==> src/rtl/irq_flag_ctrl.sv <==
module irq_flag_ctrl #(
  parameter int NSRC = 7
) (
  input  logic            clk,
  input  logic            rst_n,
  input  logic            cpu_sel,
  input  logic            cpu_wr,
  input  logic [NSRC:0]   cpu_wdata,
  output logic [NSRC:0]   cpu_rdata,
  input  logic [NSRC-1:0] src_set,
  input  logic [NSRC-1:0] src_clr,
  output logic            irq
);
  localparam int MODE_BIT = NSRC;

  logic [NSRC-1:0] flag_q, en_q;
  logic [NSRC-1:0] flag_wclr, en_next;
  logic            pending;

  assign flag_wclr = (cpu_wr && !cpu_sel) ? cpu_wdata[NSRC-1:0] : '0;
  assign pending   = |(flag_q & en_q);

  always_comb begin
    en_next = en_q;
    if (cpu_wr && cpu_sel) begin
      if (cpu_wdata[MODE_BIT]) en_next = en_q | cpu_wdata[NSRC-1:0];
      else                     en_next = en_q & ~cpu_wdata[NSRC-1:0];
    end
  end

  always_ff @(posedge clk or negedge rst_n) begin
    if (!rst_n) begin
      flag_q <= '0;
      en_q   <= '0;
      irq    <= 1'b0;
    end else begin
      flag_q <= (flag_q & ~flag_wclr & ~src_clr) | src_set;
      en_q   <= en_next;
      irq    <= pending;
    end
  end

  assign cpu_rdata = cpu_sel ? {1'b1, en_q} : {pending, flag_q};
endmodule


==> config.mk <==
export PLATFORM = sky130hd
export DESIGN_NAME = irq_flag_ctrl
export DESIGN_NICKNAME = d
export VERILOG_FILES = /design/src/rtl/irq_flag_ctrl.sv
export SDC_FILE = /design/constraint.sdc
export NUM_CORES = 1
export LEC_CHECK = 0
export BUFFER_PORTS_ARGS = -buffer_cell sky130_fd_sc_hd__buf_2
export CAP_MARGIN = 20
export CORE_ASPECT_RATIO = 1.1
export CORE_UTILIZATION = 45
export CTS_CLUSTER_DIAMETER = 50
export DETAILED_ROUTE_END_ITERATION = 6
export HOLD_SLACK_MARGIN = 0.12
export PLACE_DENSITY = 0.75
export SLEW_MARGIN = 20
export SYNTH_ARGS = -nofsm -noshare
export SYNTH_HDL_FRONTEND = slang
export SYNTH_SLANG_ARGS = --single-unit
==> constraint.sdc <==
create_clock -name clk -period 1.4 [get_ports clk]
set_clock_uncertainty 0.15 [all_clocks]
set_input_delay 0.07 -clock clk [delete_from_list [all_inputs] [get_ports clk]]
set_output_delay 0.07 -clock clk [all_outputs]
set_load 0.03 [all_outputs]
==> results.cfg, run 1 <==
[run_status]
run_status = complete, but fails checks
violations = setup timing

[cts]
clock-sinks = 15
path_clk_slew_ns = 0.09
post_cts_buffers = 0
cts_tree = done
htreeDepth = 1
cts_buffers = 3
insertion_delay_ns = 0.28
cts_root_buf = clkbuf_4
clock_path_buffers = 2

[floorplan]
die_width_um = 42.1
coreArea_um2 = 1610
num_io_pins = 35
die_y_um = 46.1
initial_core_util_pct = 49.4
num_rows = 15
dieArea_um2 = 1940

[critical_path]
crit_arrival_ns = 1.50
cp_top_family = compound AO/OA/AOI/OAI gates
cp_cell_sequence = a222oi_1 > nand4b_1 > buf_2
crit_required_ns = 1.18
slowest_stage = a222oi_1
r2r_setup_slack_ns = 0.16
cp-start-kind = register
max_stage_delay_ns = 0.44
r2r-end = irq$_DFF_PN0_
timing.critical_path.buf_inv = 1
critPathMaxFanout = 3
worstSetupStartpoint = flag_q[3]$_DFF_PN0_
reg2reg_depth = 2
crit_path_end_kind = output port
crit_type = register to output port
regToRegStartpoint = flag_q[3]$_DFF_PN0_

[drt]
drt-total-wl_um = 1850
first_pass_iters = 4
drtAntennaViolNets = 0
vias_per_cell = 5.27
vias = 748
drcViolationCount = 0
wl_per_cell_um = 13.1
drtIter0Drc = 10

[sta]
hold_violations = 0
whs_ns = 0.161
worst_slack_ns = -0.319
worst_pin_slew_ns = 0.406
rsz0062_at_grt = true
setup_viol = 1
relSlewSlack_pct = 72.9
finalWorstPathRequiredPeriod_ns = 1.72
finalCritPeriodShare_pct = 123
slew_violations = 0
clock.fmax_mhz = 582

[power_and_ir_drop]
seqPwrFrac_pct = 46.6
p_comb_share_pct = 32.4
p_leak_nw = 0.579
p_sw_uw = 353
power.density_nw_per_um2 = 918
swShare_pct = 30.9
peakVddDrop_mv = 0.475
pwr-share-clk_pct = 21.0
p_int_uw = 790

[flow_run]
drv_cap = 0

[finish]
fin_area_um2 = 1240
final_layout_size_suffix_gt1_share_pct = 48.0
nets = 152
fill_cells = 113
syn2layout_area_growth_pct = 56.2
diodes = 0
instances_no_fill = 142

[placement]
pre_cts_ws_ns = 0.00471
place_congestion = 0.705
dp_cells = 113
placed_area_um2 = 965
place_hpwl_um = 1180
portBuffers = 34

[yosys]
synth_common_cells = dfrtp_1 (15), mux2_2 (9), a31o_2 (7), inv_1 (7), nand3b_1 (7)
synth_cell_types = 15
synth_cells = 65
seq_area_frac_synth_pct = 47.1
syn_nets = 91
synth_edf_count = 0
ys.flop_type = dfrtp_1
synth_seq_cells = 15
avgSynthCellArea_um2 = 12.3
synthArstFlopShare_pct = 100
synth_top_area_share_pct = 47.1
synth_warnings = 0
synth_area_leaders = dfrtp_1 (47%), mux2_2 (13%), a31o_2 (7.7%), nand3b_1 (6.6%), mux2_4 (5.7%)
yosys.area.top_type = dfrtp_1
syn_area_um2 = 797
yosysMostFrequentCell = dfrtp_1

[global_routing]
grt_max_degree = 23
grt_overflow = 0
grt_antenna_before_repair = 0
grt_pass1_vias = 762
grt.total_usage_pct = 21.3
grt_first_pass_wirelength_um = 3090

[hold_path]
holdCritPathClass = input port to register
hp-start = cpu_sel
hold_path_depth = 3
## area by class of cell
class	instances	area (µm²)	area share (%)
clock buffers	3	22.5	1.81
clock inverters	1	5.00	0.402
multi-input cells	40	372	29.8
repair buffers	59	423	34.0
flip-flops and latches	15	375	30.2
well taps	17	21.3	1.71
inverters	7	26.3	2.11
## cell usage in the layout, fill, tap and decap left out, drive strengths merged
cell / n
buf: 33
dlygate4sd3: 25
dfrtp: 15
mux2: 14
nand3: 8
inv: 7
nand3b: 7
a31o: 7
clkbuf: 4
a22oi: 2
a222oi: 1
nand4b: 1
clkinv: 1
## per-stage QoR
step                      util (%)  power (mW)  setup TNS, ns
after floorplan                  -       0.753              0
after global placement        59.8       0.847              0
after detailed placement      59.8       0.857              0
after CTS                     77.0        1.16         -0.316
after global routing          77.1        1.22         -0.403
final                         77.1        1.14         -0.319
## tightest hold or removal path, stage by stage
cell	delay, ns
buf_2	0.23
nand3_2	0.11
mux2_4	0.14
## per-layer routing
layer	vias to the layer above	share of wire [%]	track usage, %	wire (µm)
met5	-	0	0	0
met4	0	0.54	7.50	10
met3	2	5.0	4.71	93
met2	26	54	41.6	1010
met1	359	40	23.1	742
li1	361	-	-	-
## cell families (layout without fill, tap and decap cells)
kind of cell           Yosys count  after routing  synth area share, %
AOI/OAI and AO/OA               10             10                 10.8
muxes                           14             14                 21.2
DFF                             15             15                 47.1
and+or+nand+nor                 16             16                 14.6
buffers and inverters           10             70                 6.28
## worst max-delay path by stage
stage,end,slack [ns],cells after the start
final,cpu_rdata[7],-0.32,3
after global routing,cpu_rdata[7],-0.40,3
after floorplan,cpu_rdata[7],0.08,2
after CTS,cpu_rdata[7],-0.32,3
after detailed placement,cpu_rdata[7],0.005,3
after global placement,cpu_rdata[7],0.06,3
## power groups by stage
| stage | Combinational, mW | Sequential, mW | Clock (mW) |
|---|---|---|---|
| final | 0.371 | 0.532 | 0.240 |
| after global routing | 0.403 | 0.540 | 0.272 |
| after CTS | 0.370 | 0.532 | 0.254 |
| after detailed placement | 0.316 | 0.541 | 0 |
| after global placement | 0.311 | 0.536 | 0 |
| after floorplan | 0.218 | 0.535 | 0 |
## timing repair
action / 4_1_cts / 5_1_grt
gates resized for setup: 0 / 1
hold buffers: 25 / 0
endpoints found under the hold margin: 29 / 0
pin swaps: 1 / 0
setup endpoints to repair: 1 / 2
(Power assumes the default switching activity.)
==> inputs of run 2 (changes only) <==
- ABC_AREA: unset -> 1
- CORE_UTILIZATION: 45 -> 44
- PLACE_DENSITY: 0.75 -> 0.74
- SLEW_MARGIN: 20 -> 10
==> results.cfg, run 2 <==
[placement]
dp_cells = 148
portBuffers = 34
place_congestion = 0.792
place_hpwl_um = 1280

[yosys]
synth_cells = 99
syn_area_um2 = 753
seq_area_frac_synth_pct = 49.8
avgSynthCellArea_um2 = 7.61
syn_nets = 125
synth_top_area_share_pct = 49.8
yosys.area.top_type = dfrtp_1
synth_common_cells = nand2_1 (32), dfrtp_1 (15), inv_1 (9), nor2_1 (9), nand3_1 (8)
synth_warnings = 0
ys.flop_type = dfrtp_1
synth_seq_cells = 15
synth_edf_count = 0
synth_cell_types = 13
yosysMostFrequentCell = nand2_1
synth_adder_area_share_pct = 0
synthMuxAreaShare_pct = 0
yosys.area_share.xor_xnor_pct = 0
synth_top_family_by_area = simple AND/OR/NAND/NOR gates
synthArstFlopShare_pct = 100
synth_area_leaders = dfrtp_1 (50%), nand2_1 (16%), a21o_1 (7.0%), nand3_1 (5.3%), o21ai_0 (4.7%)
synth-simple-area-share_pct = 26.6
synth_compound_area_share_pct = 16.3

[global_routing]
grt_overflow = 0
grt_first_pass_wirelength_um = 3490
grt_antenna_before_repair = 0
grt.total_usage_pct = 24.9
grt_max_degree = 17
grt_pass1_vias = 838

[cts]
clock-sinks = 15
cts_root_buf = clkbuf_4
cts_buffers = 3
cts_tree = done
htreeDepth = 1
clock_path_buffers = 2
path_clk_slew_ns = 0.09
insertion_delay_ns = 0.28

[finish]
final_layout_size_suffix_gt1_share_pct = 29.3
fill_cells = 106
instances_no_fill = 184
layout.cells.most_common = nand2_1
nets = 194
final_cell_mix = nand2_1 (32), buf_2 (30), dlygate4sd3_1 (25)
diodes = 0
syn2layout_area_growth_pct = 69.9

[sta]
finalWorstPathRequiredPeriod_ns = 1.41
rsz0062_at_grt = true
worst_slack_ns = -0.0131
relSlewSlack_pct = 76.6
finalCritPeriodShare_pct = 101
whs_ns = 0.241
clock.fmax_mhz = 708
setup_viol = 1
slew_violations = 0
hold_violations = 0
worst_pin_slew_ns = 0.351

[floorplan]
num_rows = 15
initial_core_util_pct = 47.8
dieArea_um2 = 1880
coreArea_um2 = 1580
num_io_pins = 35
die_width_um = 41.5
die_y_um = 45.4

[drt]
drt-total-wl_um = 2320
wl_per_cell_um = 12.6
vias_per_cell = 4.96
drtIter0Drc = 32
drtAntennaViolNets = 0
drcViolationCount = 0
vias = 912
first_pass_iters = 4

[run_status]
run_status = complete, but fails checks
violations = setup timing

[critical_path]
crit_type = register to output port
slowest_stage = dfrtp_1
regToRegStartpoint = flag_q[4]$_DFF_PN0_
cp_cell_sequence = nand2_1 > nand2_1 > nor2_2 > nand3_1 > buf_6
critPathMaxFanout = 3
r2r-end = irq$_DFF_PN0_
endpoint = cpu_rdata[7]
r2r_setup_slack_ns = 0.42
crit_arrival_ns = 1.19
crit_top_cell = nand2_1
crit_required_ns = 1.18
crit_path_end_kind = output port
timing.critical_path.buf_inv = 1
cp.depth = 5
cp-start-kind = register
max_stage_delay_ns = 0.41
cp_top_family = flip-flops
reg2reg_depth = 4

[flow_run]
drv_cap = 0

[power_and_ir_drop]
finalPower_mw = 1.19
power.density_nw_per_um2 = 930
p_leak_nw = 0.691
peakVddDrop_mv = 0.657

[hold_path]
holdCritPathClass = input port to register
==> run 2: how the worst min path moves through the flow <==
stage,startpoint,to,depth (start not counted)
after floorplan,rst_n,asynchronous set/reset pin,0
after global placement,rst_n,flag_q[2]$_DFF_PN0_,1
after detailed placement,rst_n,irq$_DFF_PN0_,1
after CTS,cpu_sel,register,5
after global routing,cpu_sel,register,5
final,cpu_sel,register,5
==> run 2: final cells by class <==
class	instances	area (µm²)	area share (%)
Multi-Input combinational cell	71	328	25.6
Sequential cell	15	375	29.3
Tap cell	17	21.3	1.66
Inverter	11	42.5	3.32
Clock buffer	4	26.3	2.05
Timing Repair Buffer	66	487	38.0
==> run 2: timing repair <==
item	4_1_cts	5_1_grt
cloned	0	0
buffers inserted	4	3
pin swaps	1	6
resized for setup	4	4
hold endpoints to repair	29	0
hold buffers	25	0
endpoints found under the setup margin	1	4
==> run 2: report_power, final <==
| group | total [mW] | internal [mW] | switching [mW] |
|---|---|---|---|
| clock | 0.253 | 0.111 | 0.142 |
| sequential | 0.515 | 0.486 | 0.0290 |
| combinational | 0.423 | 0.201 | 0.222 |
| total | 1.19 | 0.797 | 0.393 |
==> run 2: cells by family (layout without fill, tap and decap cells) <==
family | count (synthesis) | after routing
flops | 15 | 15
buf+inv | 13 | 81
compound gates | 21 | 21
simple gates | 50 | 50
==> run 2: worst reg2reg max path, stage by stage (launching register included) <==
cell     delay (ns)
dfrtp_1        0.39
nand2_1        0.08
nand2_1        0.07
nor2_2         0.12
nand2_1        0.06
==> run 2: routing by layer <==
layer  up-vias  routed length (µm)  global-route usage, %
met3         2                  90                   3.17
li1        454                   -                      -
met4         0                  17                   12.9
met1       425                 995                   29.8
met5         -                   0                      0
met2        31                1220                   44.7
==> run 2: through the flow <==
step	TNS, ns	utilization [%]	setup WS [ns]	cell area (µm²)
final	-0.0131	81.2	-0.0131	1280
after global routing	-0.0841	81.2	-0.0544	1280
after CTS	0	79.3	0.00672	1250
after detailed placement	0	59.1	0.263	932
after global placement	0	59.1	0.283	932
after floorplan	0	-	0.134	753
==> inputs of run 3 (changes only) <==
- CORE_MARGIN: unset -> 8
==> results.cfg, run 3 (synthesis gave the netlist of run 2 again) <==
[run_status]
run_status = complete, but fails checks
violations = setup timing

[drt]
first_pass_iters = 4
vias = 944
drtIter0Drc = 34
drtAntennaViolNets = 0
vias_per_cell = 5.13
drcViolationCount = 0
drt-total-wl_um = 2680
wl_per_cell_um = 14.5

[critical_path]
cp_cell_sequence = nand2_1 > nand2_2 > nor2_4 > nand3_2 > buf_6
timing.critical_path.buf_inv = 1
crit_type = register to output port
reg2reg_depth = 4
crit_required_ns = 1.18
slowest_stage = dfrtp_1
crit_path_end_kind = output port
critPathMaxFanout = 3
max_stage_delay_ns = 0.42
cp_top_family = flip-flops
crit_arrival_ns = 1.22
cp-start-kind = register
cp.depth = 5

[global_routing]
grt_pass1_vias = 956
grt_max_degree = 17
grt_overflow = 0
grt.total_usage_pct = 15.7
grt_first_pass_wirelength_um = 4170
grt_antenna_before_repair = 0

[cts]
insertion_delay_ns = 0.29
htreeDepth = 1
path_clk_slew_ns = 0.10
cts_buffers = 3
clock_path_buffers = 2
cts_tree = done
cts_root_buf = clkbuf_4
clock-sinks = 15

[finish]
final_cell_mix = nand2_1 (30), buf_2 (28), dlygate4sd3_1 (27)
syn2layout_area_growth_pct = 74.1
layout.cells.most_common = nand2_1
fin_area_um2 = 1310
final_layout_size_suffix_gt1_share_pct = 29.9
finish.utilization_pct = 82.2
diodes = 0
nets = 194

[placement]
portBuffers = 34
placed_area_um2 = 932
place_congestion = 0.757
place_hpwl_um = 1510

[sta]
worst_slack_ns = -0.0366
slew_violations = 0
hold_violations = 0
relSlewSlack_pct = 77.2
setup_viol = 1
clock.fmax_mhz = 696
finalWorstPathRequiredPeriod_ns = 1.44
finalCritPeriodShare_pct = 103
rsz0062_at_grt = true
fin_setup_tns_ns = -0.0366
worst_pin_slew_ns = 0.342

[power_and_ir_drop]
p_leak_nw = 0.710
finalPower_mw = 1.21
peakVddDrop_mv = 0.698
power.density_nw_per_um2 = 925

[floorplan]
num_rows = 15
die_width_um = 55.5
initial_core_util_pct = 47.2
dieArea_um2 = 3290
num_io_pins = 35
coreArea_um2 = 1600
die_y_um = 59.4

[flow_run]
drv_cap = 0

[hold_path]
hold_path_depth = 4
holdCritPathClass = input port to register
run 3: cell count changes in the layout (fill, tap and decap cells not counted), sizes merged:
| cell | before | now |
|---|---|---|
| buf | 41 | 37 |
| dlygate4sd3 | 25 | 27 |
| clkinv | 1 | 2 |
| dlymetal6s4s | 0 | 1 |
run 3: stage by stage:
step | std cells | hold WS [ns] | setup WS [ns]
after floorplan | 99 | -0.376 | 0.134
after global placement | 148 | -0.152 | 0.293
after detailed placement | 148 | -0.156 | 0.256
after CTS | 182 | 0.261 | -0.00487
after global routing | 184 | 0.211 | -0.0849
final | 184 | 0.194 | -0.0366
run 3: final timing paths:
| path | startpoint | end | slack, ns |
|---|---|---|---|
| setup reg to reg | register | irq$_DFF_PN0_ | 0.40 |
| max in group asynchronous | rst_n | flag_q[4]$_DFF_PN0_ | 0.26 |
| hold / removal | cpu_sel | flag_q[6]$_DFF_PN0_ | 0.19 |
| min in group asynchronous | rst_n | asynchronous set/reset pin | 0.58 |
| hold reg to reg | register | register | 0.40 |
| setup / recovery | register | cpu_rdata[7] | -0.04 |
run 3: layer usage:
layer  vias up  track usage (%)  routed length, µm
li1        451                -                  -
met2        47             29.0               1380
met5         -                0                  0
met4         0             7.75                122
met1       429             15.1               1010
met3        17             5.79                173
run 3: repair_timing:
item | in CTS | in global routing
gates resized for setup | 5 | 10
setup endpoints to repair | 1 | 12
setup buffers | 3 | 1
endpoints found under the hold margin | 29 | 1
hold buffers | 27 | 2
pin swaps | 1 | 0
run 3: final cells by class:
cell class / instances / area (µm²)
Inverter: 11 / 42.5
Sequential cell: 15 / 375
Timing Repair Buffer: 66 / 502
Clock inverter: 1 / 5.00
Clock buffer: 3 / 22.5
Fill cell: 99 / 284
Tap cell: 17 / 21.3
Multi-Input combinational cell: 71 / 343
run 3: worst reg2reg max path, delay by kind of cell, from the launching register on:
kind / cells / cell delay, ns
DFF: 1 / 0.42
and+or+nand+nor: 4 / 0.32
run 3: report_power, final:
group / leakage [nW] / switching, mW / internal, mW / total, mW
logic: 0.519 / 0.235 / 0.198 / 0.433
registers: 0.173 / 0.0322 / 0.486 / 0.518
clock network: 0.0177 / 0.156 / 0.106 / 0.262
